$ cat src/rtl/gpio_bank_pkg.sv
package gpio_bank_pkg;
    localparam int unsigned ADDR_W = 4;

    typedef enum logic [ADDR_W-1:0] {
        RA_DIR      = 4'd0,
        RA_DOUT     = 4'd1,
        RA_PINLVL   = 4'd2,
        RA_ALTSEL   = 4'd3,
        RA_MASK     = 4'd4,
        RA_TRIGKIND = 4'd5,
        RA_EDGEPOL  = 4'd6,
        RA_LVLPOL   = 4'd7,
        RA_LATCH    = 4'd8
    } reg_addr_e;
endpackage

$ cat src/rtl/gpio_sync.sv
module gpio_sync #(
    parameter int unsigned WIDTH  = 16,
    parameter int unsigned STAGES = 2
) (
    input  logic             clk,
    input  logic             rst_n,
    input  logic [WIDTH-1:0] async_in,
    output logic [WIDTH-1:0] sync_out
);
    logic [WIDTH-1:0] stage_q [STAGES];

    always_ff @(posedge clk or negedge rst_n) begin
        if (!rst_n) stage_q[0] <= '0;
        else        stage_q[0] <= async_in;
    end

    for (genvar s = 1; s < STAGES; s++) begin : g_stage
        always_ff @(posedge clk or negedge rst_n) begin
            if (!rst_n) stage_q[s] <= '0;
            else        stage_q[s] <= stage_q[s-1];
        end
    end

    assign sync_out = stage_q[STAGES-1];
endmodule

$ cat src/rtl/gpio_trig_detect.sv
module gpio_trig_detect #(
    parameter int unsigned WIDTH = 16
) (
    input  logic [WIDTH-1:0] lvl_now,
    input  logic [WIDTH-1:0] lvl_prev,
    input  logic [WIDTH-1:0] is_output,
    input  logic [WIDTH-1:0] edge_kind,
    input  logic [WIDTH-1:0] edge_pol,
    input  logic [WIDTH-1:0] lvl_pol,
    output logic [WIDTH-1:0] trig
);
    for (genvar i = 0; i < WIDTH; i++) begin : g_pin
        logic went_up, went_down, edge_hit, level_hit;
        assign went_up   = lvl_now[i] & ~lvl_prev[i];
        assign went_down = ~lvl_now[i] & lvl_prev[i];
        assign edge_hit  = edge_pol[i] ? went_up : went_down;
        assign level_hit = (lvl_now[i] == lvl_pol[i]);
        assign trig[i]   = ~is_output[i] & (edge_kind[i] ? edge_hit : level_hit);
    end
endmodule

$ cat src/rtl/gpio_flag_latch.sv
module gpio_flag_latch #(
    parameter int unsigned WIDTH = 16
) (
    input  logic             clk,
    input  logic             rst_n,
    input  logic             clr_wr,
    input  logic [WIDTH-1:0] keep_bits,
    input  logic [WIDTH-1:0] trig,
    output logic [WIDTH-1:0] flags
);
    logic [WIDTH-1:0] kept;

    always_comb begin
        kept = clr_wr ? (flags & keep_bits) : flags;
    end

    always_ff @(posedge clk or negedge rst_n) begin
        if (!rst_n) flags <= '0;
        else        flags <= kept | trig;
    end
endmodule

$ cat src/rtl/gpio_irq_bank.sv
module gpio_irq_bank
    import gpio_bank_pkg::*;
#(
    parameter int unsigned NPINS       = 16,
    parameter int unsigned SYNC_STAGES = 2
) (
    input  logic              clk,
    input  logic              rst_n,
    input  logic              wr_en,
    input  logic [ADDR_W-1:0] addr,
    input  logic [NPINS-1:0]  wdata,
    output logic [NPINS-1:0]  rdata,
    input  logic [NPINS-1:0]  pin_in,
    output logic [NPINS-1:0]  pin_out,
    output logic [NPINS-1:0]  pin_oe,
    output logic [NPINS-1:0]  alt_sel,
    output logic              irq
);
    logic [NPINS-1:0] dir_q, dout_q, alt_q, mask_q, kind_q, epol_q, lpol_q;
    logic [NPINS-1:0] lvl_sync, lvl_prev_q, trig, stat_q;
    logic             clr_wr;

    gpio_sync #(.WIDTH(NPINS), .STAGES(SYNC_STAGES)) u_sync (
        .clk(clk), .rst_n(rst_n), .async_in(pin_in), .sync_out(lvl_sync)
    );

    always_ff @(posedge clk or negedge rst_n) begin
        if (!rst_n) lvl_prev_q <= '0;
        else        lvl_prev_q <= lvl_sync;
    end

    gpio_trig_detect #(.WIDTH(NPINS)) u_detect (
        .lvl_now(lvl_sync), .lvl_prev(lvl_prev_q), .is_output(dir_q),
        .edge_kind(kind_q), .edge_pol(epol_q), .lvl_pol(lpol_q), .trig(trig)
    );

    assign clr_wr = wr_en && (addr == RA_LATCH);

    gpio_flag_latch #(.WIDTH(NPINS)) u_flags (
        .clk(clk), .rst_n(rst_n), .clr_wr(clr_wr), .keep_bits(wdata),
        .trig(trig), .flags(stat_q)
    );

    always_ff @(posedge clk or negedge rst_n) begin
        if (!rst_n) begin
            dir_q  <= '0;
            dout_q <= '0;
            alt_q  <= '0;
            mask_q <= '1;
            kind_q <= '0;
            epol_q <= '0;
            lpol_q <= '0;
        end else if (wr_en) begin
            case (addr)
                RA_DIR:      dir_q  <= wdata;
                RA_DOUT:     dout_q <= wdata;
                RA_ALTSEL:   alt_q  <= wdata;
                RA_MASK:     mask_q <= wdata;
                RA_TRIGKIND: kind_q <= wdata;
                RA_EDGEPOL:  epol_q <= wdata;
                RA_LVLPOL:   lpol_q <= wdata;
                default: ;
            endcase
        end
    end

    always_comb begin
        case (addr)
            RA_DIR:      rdata = dir_q;
            RA_DOUT:     rdata = dout_q;
            RA_PINLVL:   rdata = lvl_sync;
            RA_ALTSEL:   rdata = alt_q;
            RA_MASK:     rdata = mask_q;
            RA_TRIGKIND: rdata = kind_q;
            RA_EDGEPOL:  rdata = epol_q;
            RA_LVLPOL:   rdata = lpol_q;
            RA_LATCH:    rdata = stat_q;
            default:     rdata = '0;
        endcase
    end

    assign pin_out = dout_q;
    assign pin_oe  = dir_q;
    assign alt_sel = alt_q;
    assign irq     = |(stat_q & ~mask_q);
endmodule

$ cat config.mk
export PLATFORM = sky130hd
export DESIGN_NAME = gpio_irq_bank
export DESIGN_NICKNAME = d
export VERILOG_FILES = /design/src/rtl/gpio_bank_pkg.sv /design/src/rtl/gpio_sync.sv /design/src/rtl/gpio_trig_detect.sv /design/src/rtl/gpio_flag_latch.sv /design/src/rtl/gpio_irq_bank.sv
export SDC_FILE = /design/constraint.sdc
export NUM_CORES = 1
export LEC_CHECK = 0
export BUFFER_PORTS_ARGS = -buffer_cell sky130_fd_sc_hd__buf_2
export CORE_ASPECT_RATIO = 2
export CORE_UTILIZATION = 27
export DETAILED_ROUTE_END_ITERATION = 8
export PLACE_DENSITY = 0.51
export SYNTH_ARGS = -nofsm -noshare
export SYNTH_HDL_FRONTEND = slang
export SYNTH_SLANG_ARGS = --single-unit
$ cat constraint.sdc
create_clock -name clk -period 4.56 [get_ports clk]
set_clock_uncertainty 0.15 [all_clocks]
set_input_delay 0.228 -clock clk [delete_from_list [all_inputs] [get_ports clk]]
set_output_delay 0.228 -clock clk [all_outputs]
set_load 0.03 [all_outputs]
==> run summary <==
NetSw -> 1.46 mW
Worst reg2reg startpoint -> u_sync.sync_out[15]
Post-Syn Area per Cell -> 12.6 um^2
Top Ports -> 104
Syn Nets -> 655
Fillcell total -> 2775
Clk root buf -> clkbuf_16
# diodes -> 0
Min Tclk post-route -> 2640 ps
Die ar. -> 0.0295 mm^2
Initial antenna violation count -> 0
Power density over the cells -> 483 mW/mm^2
Seq cells post-synth -> 176
Ys flop type -> dfrtp_1
Routed len/inst -> 20.4 um
Crit path max fanout -> 30
Num CTS Buffers -> 17
Die Ht -> 242 um
Final Cycle Share -> 57.9%
Slew Viols, Final -> 0
Critical-path top delay cell -> nor2b_1
Combinational share of power -> 20.7%
CP Data Arrival Time -> 2260 ps
Crit path kind -> in2out
CP startpoint -> addr[1]
Congestion Overflow GR -> 0
Die Wd -> 122 um
Post-synth EDFFs -> 0
Initial DRT Pass Iterations -> 5
DRT iter0 DRCs -> 315
Port Buffers -> 103
Fin cells -> 1121
Reg clk slew, reported paths -> 70 ps
Worst Hold Class -> in2reg
Fmax -> 379 MHz
Pre-CTS WS -> 1670 ps
Vias/cell -> 4.96
GR peak layer -> met2
WP data required -> 4180 ps
Routed Wire Length -> 22900 um
Met2 Use GR -> 29.2%
Internal Pwr Total -> 3.18 mW
Routed vias -> 5561
Final hold violations -> 0
Total Routing Usage GR -> 16.6%
First-pass GRT wire length -> 35700 um
Worst-Margin Slew -> 1140 ps
Seq/Total Area, Yosys -> 57.0%
Area delta synth->final -> 23.7%
Cell mode on critical path -> buf_2
Final Setup Violations -> 0
Synthesized instance count -> 616
Status -> finished clean
Worst setup SP type -> primary input
Distinct cells, synth -> 41
Clock network power share -> 33.4%
Largest stage delay, worst path -> 740 ps
PnR worst setup slack -> 1920 ps
Final nets -> 791
Core area -> 0.0282 mm^2
Remaining DRCs -> 0
Starting density of the core -> 27.6%
Placed cell area -> 0.00869 mm^2
Total power -> 4.64 mW
Fin Setup TNS -> 0 ps
Synth async-reset ratio -> 100%
Number of synthesis warnings -> 0
Placed cells -> 1059
RSZ-0062 raised after global routing -> false
VDD IR max -> 0.220 mV
Post-route design area -> 0.00961 mm^2
Global-route track usage on met1 -> 18.7%
HP Start -> wdata[1]
Sequential Power Share -> 45.9%
Lkg Pwr -> 4.25 nW
CP Cell Sequence -> buf_2 > nor2b_1 > a22o_1 > nand2_1 > nand3_1 > buf_2
Vias in the first global route -> 5805
Layout cells sized above 1 -> 36.9%
CTS sink count -> 176
Sw Share -> 31.4%
Largest net degree at the start of global routing -> 95
Placer Congestion -> 0.750
Final HPWL DP -> 15700 um
Mapped cell area -> 0.00777 mm^2
Met3 Resource Use GR -> 3.28%
Post_cts resized -> 0
Maximum Capacitance Violations -> 0
Clk_lat worst skew -> 450 ps
Relative slew margins -> 23.8%
Worst-case clock buffer depth -> 2
CP Capture Type -> output port
CTS tree -> yes
H-tree depth -> 4
Final ANT Viol Nets -> 0
# rows -> 87
[layout make-up]
type                    count  area (um^2)  share of cell area [%]
clock buffers              19          433                    4.50
repair buffers            143          912                    9.49
multi-input cells         382         3090                    32.2
well taps                 356          445                    4.63
flip-flops and latches    176         4420                    46.0
inverters                  32          120                    1.25
clock inverters            13          186                    1.94
[registers in the layout, indices dropped and copies added, names as in the netlist]
signal / count
pin_oe: 16
lvl_prev_q: 16
epol_q: 16
mask_q: 16
u_sync.stage_q: 16
kind_q: 16
u_sync.sync_out: 16
pin_out: 16
u_flags.flags: 16
alt_sel: 16
lpol_q: 16
[logic make-up after synthesis]
kind of cell / count (synthesis) / synth area share, %
multiplexers: 129 / 18.9
buffers and inverters: 58 / 3.25
AND/OR/NAND/NOR: 100 / 7.49
AO/OA/AOI/OAI: 152 / 13.3
flip-flops: 176 / 57.0
XOR/XNOR: 1 / 0.113
[worst paths after layout]
kind                                       end  slack (ps)  cells past startpoint
setup / recovery                     rdata[14]        1920                      6
hold reg to reg            u_sync.sync_out[11]         200                      0
max in group asynchronous            kind_q[5]        3050                      3
setup reg to reg             u_flags.flags[15]        3380                      4
min in group asynchronous   u_sync.stage_q[30]         260                      2
hold / removal                       lpol_q[1]          10                      2
[power groups by stage]
stage          logic, mW  clock network [mW]  registers, mW
2_1_floorplan      0.478                   0           2.26
3_3_place_gp       0.940                   0           2.16
3_5_place_dp       0.955                   0           2.16
4_1_cts            0.977                1.60           2.13
5_1_grt             1.05                1.66           2.17
6_report           0.962                1.55           2.13
[cells in the mapped netlist, types with 3 or more instances]
cell	count	share of area [%]
o21ai_0	63	4.1
a211o_1	8	0.90
inv_1	32	1.5
o22ai_1	5	0.40
dfstp_2	16	5.4
a22o_1	8	0.90
o221ai_1	15	1.7
mux2_4	10	1.9
buf_6	3	0.43
a221oi_1	11	1.2
nand4_1	9	0.72
clkbuf_1	12	0.58
dfrtp_1	160	52
nand2_1	36	1.7
nand3b_1	18	1.7
buf_2	10	0.64
mux2_2	102	15
a2bb2oi_1	8	0.90
a21oi_1	9	0.58
a222oi_1	6	0.77
a22oi_1	18	1.7
nor2_1	10	0.48
nand3_1	10	0.64
mux2i_1	17	2.2
[placed cells by master, fill, tap and decap left out, drive strengths merged, types with 2 or more instances in the layout]
master and count:
dfrtp 160, mux2 112, buf 112, o21ai 63, nand2 38, inv 34
dlygate4sd3 30, clkbuf 20, nand3b 18, a22oi 18, mux2i 17, dfstp 16
o221ai 15, nor2 12, a221oi 11, nand3 10, a21oi 9, nand4 9
a22o 8, a2bb2oi 8, a211o 8, a222oi 6, clkinv 6, o22ai 5
bufinv 4, nor3b 3, nor2b 2, nand2b 2
[routing by layer]
| layer | vias to the layer above | part of all wire (%) |
|---|---|---|
| met3 | 38 | 3.6 |
| met1 | 2846 | 38 |
| met4 | 0 | 3.6 |
| met2 | 121 | 54 |
| li1 | 2556 | - |
| met5 | - | 0 |
[metrics by stage]
step	hold slack (ps)	utilization [%]
3_3_place_gp	184	30.8
3_5_place_dp	185	30.8
6_report	14.8	34.1
4_1_cts	2.46	34.1
2_1_floorplan	-218	-
5_1_grt	22.3	34.1
[worst max-delay path: cells and delay by family]
family / cells / cell delay [ps]
AND/OR/NAND/NOR: 3 / 980
AO/OA/AOI/OAI: 1 / 260
buffers and inverters: 2 / 770
[timing repair]
action,4_1_cts,5_1_grt
endpoints found under the setup margin,0,0
buffers inserted,0,0
endpoints found under the hold margin,178,0
hold buffers,30,0
(Power assumes the default switching activity.)
